`src/rtl/ddrc_opstate_pkg.sv`:
```
package ddrc_opstate_pkg;

  typedef enum logic [2:0] {
    ST_INIT_MEM     = 3'd0,
    ST_CONFIG       = 3'd1,
    ST_CONFIG_REQ   = 3'd2,
    ST_ACCESS       = 3'd3,
    ST_ACCESS_REQ   = 3'd4,
    ST_LOW_POWER    = 3'd5,
    ST_LP_ENTER_REQ = 3'd6,
    ST_LP_EXIT_REQ  = 3'd7
  } op_state_e;

  localparam logic [2:0] CMD_INIT   = 3'd0;
  localparam logic [2:0] CMD_CFG    = 3'd1;
  localparam logic [2:0] CMD_GO     = 3'd2;
  localparam logic [2:0] CMD_SLEEP  = 3'd3;
  localparam logic [2:0] CMD_WAKEUP = 3'd4;

  localparam logic [2:0] TRIG_NONE = 3'd0;
  localparam logic [2:0] TRIG_HW   = 3'd1;
  localparam logic [2:0] TRIG_SW   = 3'd2;

  // True for the four transient states.
  function automatic logic is_request(op_state_e s);
    return (s == ST_CONFIG_REQ) || (s == ST_ACCESS_REQ) ||
           (s == ST_LP_ENTER_REQ) || (s == ST_LP_EXIT_REQ);
  endfunction

  // Stable state that a request state resolves into.
  function automatic op_state_e settle_of(op_state_e s);
    case (s)
      ST_CONFIG_REQ:   return ST_CONFIG;
      ST_ACCESS_REQ:   return ST_ACCESS;
      ST_LP_ENTER_REQ: return ST_LOW_POWER;
      ST_LP_EXIT_REQ:  return ST_ACCESS;
      default:         return s;
    endcase
  endfunction

  // Status word layout: trigger in [6:4], state in [2:0].
  function automatic logic [7:0] pack_status(op_state_e s, logic [2:0] trig);
    return {1'b0, trig, 1'b0, s};
  endfunction

endpackage

```
`src/rtl/ddrc_cmd_decode.sv`:
```
module ddrc_cmd_decode
  import ddrc_opstate_pkg::*;
(
  input  op_state_e  state_i,
  input  logic [2:0] trig_i,
  input  logic       cmd_wr_i,
  input  logic [2:0] cmd_i,
  input  logic       hw_idle_i,
  output logic       start_o,
  output op_state_e  req_state_o,
  output logic [2:0] trig_o
);

  logic wr_cfg, wr_go, wr_sleep, wr_wake;

  assign wr_cfg   = cmd_wr_i && (cmd_i == CMD_CFG);
  assign wr_go    = cmd_wr_i && (cmd_i == CMD_GO);
  assign wr_sleep = cmd_wr_i && (cmd_i == CMD_SLEEP);
  assign wr_wake  = cmd_wr_i && (cmd_i == CMD_WAKEUP);

  always_comb begin
    start_o     = 1'b0;
    req_state_o = state_i;
    trig_o      = trig_i;
    case (state_i)
      ST_INIT_MEM: begin
        if (wr_cfg) begin
          start_o     = 1'b1;
          req_state_o = ST_CONFIG_REQ;
        end
      end
      ST_CONFIG: begin
        if (wr_go) begin
          start_o     = 1'b1;
          req_state_o = ST_ACCESS_REQ;
        end
      end
      ST_ACCESS: begin
        if (wr_sleep) begin
          start_o     = 1'b1;
          req_state_o = ST_LP_ENTER_REQ;
          trig_o      = TRIG_SW;
        end else if (hw_idle_i) begin
          start_o     = 1'b1;
          req_state_o = ST_LP_ENTER_REQ;
          trig_o      = TRIG_HW;
        end
      end
      ST_LOW_POWER: begin
        if (trig_i == TRIG_HW) begin
          if (!hw_idle_i) begin
            start_o     = 1'b1;
            req_state_o = ST_LP_EXIT_REQ;
          end
        end else if (wr_wake) begin
          start_o     = 1'b1;
          req_state_o = ST_LP_EXIT_REQ;
        end
      end
      default: ;
    endcase
  end

endmodule

```
`src/rtl/ddrc_dwell_timer.sv`:
```
module ddrc_dwell_timer #(
  parameter int LAT = 4
) (
  input  logic clk,
  input  logic rst_n,
  input  logic load_i,
  output logic elapsed_o
);

  localparam int CW = $clog2(LAT + 1);

  logic [CW-1:0] cnt;

  always_ff @(posedge clk) begin
    if (!rst_n)              cnt <= '0;
    else if (load_i)         cnt <= CW'(LAT - 1);
    else if (cnt != '0)      cnt <= cnt - 1'b1;
  end

  assign elapsed_o = (cnt == '0);

endmodule

```
`src/rtl/ddrc_opstate.sv`:
```
module ddrc_opstate
  import ddrc_opstate_pkg::*;
#(
  parameter int LAT = 4
) (
  input  logic       clk,
  input  logic       rst_n,
  input  logic       cmd_wr_i,
  input  logic [2:0] cmd_i,
  input  logic       hw_idle_i,
  input  logic       dll_lock_i,
  output logic [7:0] stat_o,
  output logic       access_ready_o
);

  op_state_e  state_q;
  logic [2:0] trig_q;

  op_state_e  req_state;
  logic [2:0] trig_next;
  logic       start_evt;
  logic       elapsed;
  logic       in_req;
  logic       settle_evt;

  ddrc_cmd_decode u_decode (
    .state_i     (state_q),
    .trig_i      (trig_q),
    .cmd_wr_i    (cmd_wr_i),
    .cmd_i       (cmd_i),
    .hw_idle_i   (hw_idle_i),
    .start_o     (start_evt),
    .req_state_o (req_state),
    .trig_o      (trig_next)
  );

  ddrc_dwell_timer #(.LAT(LAT)) u_timer (
    .clk       (clk),
    .rst_n     (rst_n),
    .load_i    (start_evt),
    .elapsed_o (elapsed)
  );

  assign in_req     = is_request(state_q);
  assign settle_evt = in_req && elapsed &&
                      ((state_q != ST_LP_EXIT_REQ) || dll_lock_i);

  always_ff @(posedge clk) begin
    if (!rst_n) begin
      state_q <= ST_INIT_MEM;
      trig_q  <= TRIG_NONE;
    end else if (start_evt) begin
      state_q <= req_state;
      trig_q  <= trig_next;
    end else if (settle_evt) begin
      state_q <= settle_of(state_q);
      if (state_q == ST_LP_EXIT_REQ) trig_q <= TRIG_NONE;
    end
  end

  assign stat_o         = pack_status(state_q, trig_q);
  assign access_ready_o = (state_q == ST_ACCESS) && dll_lock_i;

endmodule

```
`config.mk`:
```
export PLATFORM = sky130hd
export DESIGN_NAME = ddrc_opstate
export DESIGN_NICKNAME = d
export VERILOG_FILES = /design/src/rtl/ddrc_opstate_pkg.sv /design/src/rtl/ddrc_cmd_decode.sv /design/src/rtl/ddrc_dwell_timer.sv /design/src/rtl/ddrc_opstate.sv
export SDC_FILE = /design/constraint.sdc
export NUM_CORES = 1
export LEC_CHECK = 0
export ABC_CLOCK_PERIOD_IN_PS = 2190
export BUFFER_PORTS_ARGS = -buffer_cell sky130_fd_sc_hd__buf_2
export CORE_MARGIN = 4
export CORE_UTILIZATION = 44
export CTS_CLUSTER_DIAMETER = 100
export DETAILED_ROUTE_END_ITERATION = 8
export GPL_ROUTABILITY_DRIVEN = 1
export GPL_TIMING_DRIVEN = 0
export PLACE_DENSITY = 0.69
export SLEW_MARGIN = 20
export SYNTH_ARGS = -nofsm -noshare
export SYNTH_HDL_FRONTEND = slang
export SYNTH_SLANG_ARGS = --single-unit
```
`constraint.sdc`:
```
create_clock -name clk -period 2.19 [get_ports clk]
set_input_delay 0.219 -clock clk [delete_from_list [all_inputs] [get_ports clk]]
set_output_delay 0.219 -clock clk [all_outputs]
set_load 0.05 [all_outputs]
```
======== Word-level counts from Yosys, hierarchy flattened ========
Index checks and enable logic that the tools add are counted.
W data, S select, Z words.
storage, ports and cells
  input port bits ......................... 8
  word-level logic and storage cells ...... 76
  register bits after elaboration ......... 9
  output and inout bits ................... 9
cells by class
  bitwise logic cells ..................... 1
  reduce and logical (&&, ||, !) cells .... 22
  eq/ne operators ......................... 21
  add/sub/neg operators ................... 1
  mux-type cells .......................... 27
operator list
  kind                  number
  $mux W3               15
  $eq A3 B3 Y1 const B  5
  $eq A3 B2 Y1 const B  4
  $pmux W3 S4           1
  $eq A3 B1 Y1 const B  3
  $ne A3 B2 Y1 const B  3
  $pmux W3 S3           1
  $reduce_and A8 Y1     1
  $logic_and A1 B1 Y1   7
  $mux W1               7
  $logic_not A3 Y1      2
  $reduce_bool A2 Y1    3
  $ne A5 B1 Y1 const B  1
  $logic_or A1 B1 Y1    4
  $mux W2               2
  $ne A4 B2 Y1 const B  1
  $ne A4 B3 Y1 const B  1
  $ne A4 B4 Y1 const B  1
  $pmux W1 S4           1
  $reduce_and A4 Y1     1
  $reduce_bool A4 Y1    1
  $reduce_or A2 Y1      2
  $ne A3 B3 Y1 const B  1
  $reduce_bool A3 Y1    1
  3 further kinds       3

======== Logic depth before layout (Yosys ltp) ========
Gate-level depths: netlist of the first run.
  depth after elaboration ................. 8
  gate-level depth with buffers ........... 7
  depth with buffers taken out ............ 6

======== Hierarchy ========
From an unflattened synthesis of the first run, not the netlist that was laid out.
unflattened totals
  cells, all modules ...................... 76
  area, all modules ....................... 635.6 um^2
modules (own cells, without submodules)
  module            cells an instance  sequential area each (um^2)  area each (um^2)  instances
  ddrc_opstate      34                 120.1                        286.5             1
  ddrc_dwell_timer  18                 60.1                         178.9             1
  ddrc_cmd_decode   24                 0.0                          170.2             1

======== Worst setup path after synthesis of the first run ========
OpenSTA, ideal clock, no wires.
  path type ............................... register -> register
  start ................................... register state_q[0]
  end ..................................... register state_q[0]
  required time ........................... 2,072 ps
  setup time .............................. 118 ps
  slack ................................... 537 ps
  clock period less this slack ............ 1,653 ps
  data arrival time ....................... 1,536 ps
  path buffers ............................ 1
  stages on the path, launching flop included .. 6
  path through ............................ dfxtp_1 > buf_4 > a21bo_2 > a21oi_1 > nor2_1 > o2111a_1
on the way
  cells in the longest elaborated chain, start to end .. 8
  elaborated cells on any way between the ends .. 28
  classes of those cells .................. 14 x eq/ne; 3 x mux; 11 x reduce/logical
ends and longest elaborated chain
  element                                                    RTL line            text
  start, declared                                            ddrc_opstate.sv:16  op_state_e state_q;
  start signal, assigned                                     ddrc_opstate.sv:53  state_q <= req_state;
  start signal, assigned                                     ddrc_opstate.sv:56  state_q <= settle_of(state_q);
  branches (longest 8 deep; another with $reduce_and A8 Y1)  n/a
Several ways; the timed one is not identified.
A chain may end at the register's enable or synchronous reset.

======== Worst setup path after layout of the first run ========
  start ................................... register state_q[2]
  end ..................................... output access_ready_o
on the way
  cells in the longest elaborated chain, start to end .. 2
ends and longest elaborated chain
  element              RTL line            text
  $eq A3 B2 Y1         ddrc_opstate.sv:62  assign access_ready_o = (state_q == ST_ACCESS) && dll_lock_i;
  $logic_and A1 B1 Y1  ddrc_opstate.sv:62
  end, declared        ddrc_opstate.sv:13  output logic access_ready_o
Every way passes these cells.

==> results of run 1 <==
==> worst paths after layout <==
| path | startpoint | to | slack (ps) | cells after the start |
|---|---|---|---|---|
| max reg2reg | u_timer.cnt[0] | state_q[1] | 780 | 7 |
| max | state_q[2] | access_ready_o | 620 | 4 |
| min | rst_n | u_timer.cnt[1] | 360 | 2 |
| min reg2reg | u_timer.cnt[2] | u_timer.cnt[2] | 550 | 2 |
==> cells by family (layout without fill, tap and decap cells) <==
kind of cell	Yosys count	after routing	share of synthesized area
flip-flops	8	8	0.249
multiplexers	4	4	0.0699
AO/OA/AOI/OAI	20	20	0.233
other	1	3	0.00582
AND/OR/NAND/NOR	27	27	0.270
buffers and inverters	10	25	0.107
adder cells (fa/ha/maj)	2	2	0.0388
XOR/XNOR	2	2	0.0272
==> area by class of cell <==
cell class                      instances  share of cell area
Clock buffer                            3              0.0299
Timing Repair Buffer                   12              0.0797
Buffer                                  8              0.0814
Inverter                                2             0.00997
Multi-Input combinational cell         58               0.561
Sequential cell                         8               0.213
Tap cell                               15              0.0249
==> flip-flops by register name, summed over array words and instances, names as in the netlist <==
register	flops
trig_q	2
u_timer.cnt	3
state_q	3
==> routing by layer <==
layer  up-vias  track usage
met4         0        0.102
li1        296            -
met1       265        0.149
met5         -            0
met2        11        0.231
met3         4       0.0234
==> metrics by stage <==
| step | hold WS (ps) | setup slack [ps] | cells |
|---|---|---|---|
| after global routing | 374 | 560 | 106 |
| final | 358 | 617 | 106 |
| after detailed placement | 550 | 783 | 103 |
| after floorplan | 443 | 537 | 76 |
| after global placement | 535 | 807 | 103 |
| after CTS | 361 | 607 | 106 |
==> synth_stat cells (all sizes together) <==
| cell | count |
|---|---|
| buf | 8 |
| dfxtp | 8 |
| a21oi | 6 |
| nor2 | 6 |
| o21ai | 5 |
| nand2 | 4 |
| o21a | 4 |
| mux2i | 3 |
| o211ai | 3 |
| and3b | 2 |
| ha | 2 |
| inv | 2 |
| nand2b | 2 |
| nor3b | 2 |
| nor4b | 2 |
| xnor2 | 2 |
| a21bo | 1 |
| and2 | 1 |
| and3 | 1 |
| and4b | 1 |
| conb | 1 |
| mux2 | 1 |
| nand3 | 1 |
| nand3b | 1 |
| nand4b | 1 |
| nand4bb | 1 |
| nor2b | 1 |
| nor3 | 1 |
| o2111a | 1 |
==> power breakdown <==
group          internal, mW  total (mW)  switching (mW)  leakage (nW)
clock                0.0629       0.116          0.0531        0.0138
sequential            0.172       0.184          0.0115        0.0653
combinational         0.102       0.228           0.127         0.250
total                 0.337       0.528           0.191         0.330
==> reports/summary.txt, run 1 <==
Synth Warn #: 0
die area: 2140 sq um
clock latency on the worst-skew pair: 260 ps
FMAX: 636 MHz
crit path kind: flip-flop to output port
CP max-delay cell: dfxtp_1
Setup crit start kind: flip-flop
Worst path top cell family by delay: simple AND/OR/NAND/NOR gates
Mean Syn Cell Area: 8.71 sq um
Resized Gates After CTS: 0
share of layout cells above drive strength 1: 0.319
Final nets: 103
cell taking the most area after synthesis: dfxtp_1
max-slew violations: 0
postcts setup bufs: 0
WP buf/inv: 2
DR WL met3: 37 microns
clk root buf: clkbuf_4
maximum VDD drop: 0.260 mV
total iterations of the first detailed-routing run: 4
number of port buffers: 12
Synth Register Bits: 8
Cells after Synth: 74
Initial Utilization: 0.483
top post-synthesis cells by area: dfxtp_1, a21oi_1, mux2i_1
Metal-1 WL: 590 microns
Total Power: 0.528 mW
I/O pin count: 17
critical path data required time: 1970 ps
period utilization: 0.718
Clock Pin Slew Worst Setup and Hold Paths: 60 ps
Lkg Pwr: 0.330 nW
antenna viol nets, final: 0
CTS HTree Levels: 1
post-route cell area: 753 sq um
CP max stage delay: 310 ps
most common cell after layout, fill and taps aside: buf_2
largest net degree at the start of global routing: 11
ANT cells: 0
final setup fails: 0
GRT Residual Overflow: 0
Worst Skew: 7.13 ps
routability-driven placement congestion ratio: 0.792
CP Max Fanout: 10
row count: 13
via density per instance: 5.43
total wire length: 1270 microns
final hold violations: 0
vias in the first global route: 502
RSZ-0062 raised after global routing: no
Final min period: 1570 ps
Multi-input gate area: 423 sq um
top routing layer in use: met4
via count: 576
core area: 1330 sq um
Hold WC Path Type: input pin to flip-flop
CP Capture Type: output port
area grow syn2layout: 16.9%
most frequent cells in the layout: buf_2, dfxtp_1, a21oi_1, nor2_1
First DRT Iteration DRCs: 15
post-synth top area share: 0.249
wire length per cell: 12.0 microns
placed inst area: 731 sq um
Overall Global Routing Usage: 0.137
register area share after synthesis: 0.249
Yosys cell types: 35
Chip Width: 46.3 microns
Die Y: 46.3 microns
pwr/cell area: 701 nW/um^2
Max Cap Viol: 0
routed wl met2: 611 microns
DRC: 0
final core occ: 0.565
Sink Count: 8
first-pass GRT wire length: 2050 microns
CTS Buf Count: 3
CTS tree: yes
# hold bufs at CTS: 0
synthesized area: 644 sq um
initial antenna violation count: 0
crit path cell chain: buf_6, and3b_1, and2_1, buf_2
FILL cells: 136
Reg area: 160 sq um
DPL Wire Length: 964 microns
clock tree buffer depth: 2
CP Data Arrival Time: 1350 ps
status: finished clean
final setup TNS: 0 ps
No activity file was read; power rests on OpenSTA's default activity.
==> run 2: changes to the inputs <==
Settings changed: ABC_AREA set to 1, ABC_CLOCK_PERIOD_IN_PS 2190 to 1400, PLACE_DENSITY 0.69 to 0.72.
Clock period 2.19 ns to 1.4 ns, I/O delays scaled along.
==> run 2 against run 1 <==
  * Sequential cell count is the same
  * Sequential power grew to 2.6 times the previous value
  * Cell count grew 30%
  * Worst setup slack lost 530 ps
  * Combinational power grew to 4.5 times the previous value
  * Design area grew 12%
  * Non-clock buffer count grew 4
  * Via count grew 11%
  * Clock skew shrank 3.9 ps
  * Register-to-register slack lost 690 ps
  * Clock power grew 66%
  * Largest power group unchanged
  * Highest routed layer unchanged
==> reports/summary.txt, run 2 <==
routing usage on met1: 0.173 (+0.0232)
most common cell after layout, fill and taps aside: nand2_1
asr flop ratio synth: 0 (unchanged)
number of port buffers: 13 (+1)
period utilization: 0.937
Synth Flop Type: dfxtp_1
Setup crit start kind: flip-flop
Chip Width: 45.6 microns (-1.5%)
Synth Warn #: 0 (unchanged)
critical path data required time: 1560 ps (-410 ps)
Flop pwr share: 0.280 (-0.068)
CTS Buf Count: 3 (unchanged)
routability-driven placement congestion ratio: 0.842 (+6.2%)
post-synth top area share: 0.258 (+0.00952)
crit path kind: flip-flop to flip-flop
fin worst setup slack: 88.3 ps (-529 ps)
clock tree buffer depth: 2 (unchanged)
Sw Ratio: 0.494 (+0.132)
antenna viol nets, final: 0 (unchanged)
Mean Syn Cell Area: 6.46 sq um (-26%)
row count: 13 (unchanged)
final hold violations: 0 (unchanged)
final setup fails: 0 (unchanged)
Lkg Pwr: 0.448 nW (+36%)
synthesized area: 621 sq um (-3.7%)
Final min period: 1310 ps
pwr/cell area: 2020 nW/um^2 (+190%)
clk root buf: clkbuf_4
via density per instance: 4.62 (-15%)
post-route cell area: 845 sq um (+12%)
top cells by count, synth: nand2_1, inv_1, nor2_1
initial antenna violation count: 0 (unchanged)
DRC: 0 (unchanged)
busiest layer in global routing: met2
CP Data Arrival Time: 1470 ps (+120 ps)
register area share after synthesis: 0.258 (+0.00952)
first-pass GRT wire length: 2130 microns (+4.1%)
Max Cap Viol: 0 (unchanged)
I/O pin count: 17 (unchanged)
area grow syn2layout: 36.1%
max-slew violations: 0 (unchanged)
hold depth: 3 (+1)
sw power: 0.840 mW (+340%)
CTS HTree Levels: 1 (unchanged)
status: finished clean
maximum VDD drop: 1.38 mV (+430%)
Overall Global Routing Usage: 0.140 (+0.00356)
M2 GR Usage: 0.220 (-0.0107)
most frequent cells in the layout: nand2_1, inv_1, buf_4, buf_2, nor2_1
Cells after Synth: 96 (+30%)
vias in the first global route: 544 (+8.4%)
DPL Wire Length: 957 microns (-0.76%)
largest net degree at the start of global routing: 9 (-2)
Place WS: -91.7 ps (-875 ps)
Hold WC Path Type: input pin to flip-flop
GRT Residual Overflow: 0 (unchanged)
flop-to-flop setup slack: 90 ps (-690 ps)
Placed Instances: 126 (+22%)
Clock Pin Slew Worst Setup and Hold Paths: 60 ps (about the same)
final setup TNS: 0 ps (unchanged)
non-filler instance count after layout: 138 (+30%)
Initial Utilization: 0.471 (-0.0121)
met3 Use GR: 0.0632 (+0.0398)
Synth Register Bits: 8 (unchanged)
combinational share of power: 0.606 (+0.174)
First DRT Iteration DRCs: 2 (-13)
CTS tree: yes
CP Capture Type: flip-flop
FMAX: 762 MHz
FILL cells: 115 (-15%)
share of layout cells above drive strength 1: 0.455 (+0.137)
ANT cells: 0 (unchanged)
Largest regs: state_q: 3 flops, u_timer.cnt: 3 flops, trig_q: 2 flops
Worst Skew: 3.26 ps (-3.87 ps)
total iterations of the first detailed-routing run: 5 (+1)
top post-synthesis cells by area: dfxtp_1, nand2_1, inv_1
core area: 1320 sq um (-1.2%)
clock latency on the worst-skew pair: 260 ps (about the same)
CP Max Fanout: 8 (-2)
Post-synth EDFFs: 0 (unchanged)
Hold WS: 159 ps (-198 ps)
r2r worst-path depth: 11 (+4)
Yosys cell types: 25 (-29%)
Internal: 0.862 mW (+160%)
count leader, synth: nand2_1
die area: 2080 sq um (-3.1%)
Sink Count: 8 (unchanged)
placed inst area: 726 sq um (-0.68%)
via count: 638 (+11%)
total wire length: 1400 microns (+9.6%)
Total Power: 1.70 mW (+220%)
Die Y: 45.6 microns (-1.5%)
Clock Power Share: 0.114 (-0.106)
Final nets: 134 (+30%)
wire length per cell: 10.1 microns (-16%)
final core occ: 0.641 (+0.0763)
cell taking the most area after synthesis: dfxtp_1
==> run 2: cell count changes in the layout (fill, tap and decap cells not counted), sizes merged, moves of 2 or more <==
cell | before | now
nand3 | 1 | 9
nor4b | 2 | 0
nor3b | 2 | 0
buf | 20 | 24
nand2b | 2 | 0
o211ai | 3 | 0
a21oi | 6 | 3
and3b | 2 | 0
nand2 | 4 | 25
mux2i | 3 | 0
nor2 | 6 | 13
inv | 2 | 21
o21a | 4 | 0
==> run 2: routing by layer <==
layer,share of wire,routed length [microns],up-vias
li1,-,-,346
met1,0.41,574,279
met2,0.53,735,11
met3,0.057,79,2
met4,0.0043,6,0
met5,0,0,-
==> run 2: what timing repair did <==
item | in CTS | in global routing
resized for setup | 2 | 11
hold buffers | 0 | 0
pin swaps | 0 | 6
setup buffers | 0 | 8
setup endpoints to repair | 6 | 7
==> run 2: cell type report <==
| type | count | area, sq um | area share |
|---|---|---|---|
| Buffer | 3 | 22.5 | 0.0267 |
| Inverter | 21 | 78.8 | 0.0933 |
| Tap cell | 15 | 18.8 | 0.0222 |
| Timing Repair Buffer | 21 | 128 | 0.151 |
| Sequential cell | 8 | 173 | 0.204 |
| Multi-Input combinational cell | 66 | 398 | 0.471 |
| Clock buffer | 4 | 26.3 | 0.0311 |
==> run 2: worst max-delay path: stages, from the launching register on <==
cell and delay [ps]:
dfxtp_4 390, inv_2 50, nand2_2 70, nor2_2 50
nand2_2 60, nand2_2 60, nor2_4 160, nand3_4 120
inv_2 90, nand2_2 50, nand3_1 60, inv_1 40
==> run 2: worst paths after layout <==
path	from	endpoint
worst max-delay path	state_q[1]	state_q[0]
worst min-delay path	rst_n	u_timer.cnt[0]
worst max register to register	state_q[1]	state_q[0]
worst min register to register	trig_q[1]	trig_q[1]
==> run 2: logic make-up (layout without fill, tap and decap cells) <==
family | after synthesis | in the layout | share of synthesized area
AND/OR/NAND/NOR | 50 | 50 | 0.405
buffers and inverters | 24 | 49 | 0.163
AO/OA/AOI/OAI | 9 | 9 | 0.0988
flip-flops | 8 | 8 | 0.258
adder cells (fa/ha/maj) | 2 | 2 | 0.0403
XOR/XNOR | 2 | 2 | 0.0282
other | 1 | 3 | 0.00604
==> run 2: power groups by stage <==
stage          combinational, mW  sequential (mW)  clock, mW
6_report                    1.03            0.477      0.193
5_1_grt                     1.14            0.490      0.211
4_1_cts                    0.849            0.453      0.203
3_5_place_dp               0.831            0.452          0
3_3_place_gp               0.824            0.452          0
2_1_floorplan              0.539            0.590          0
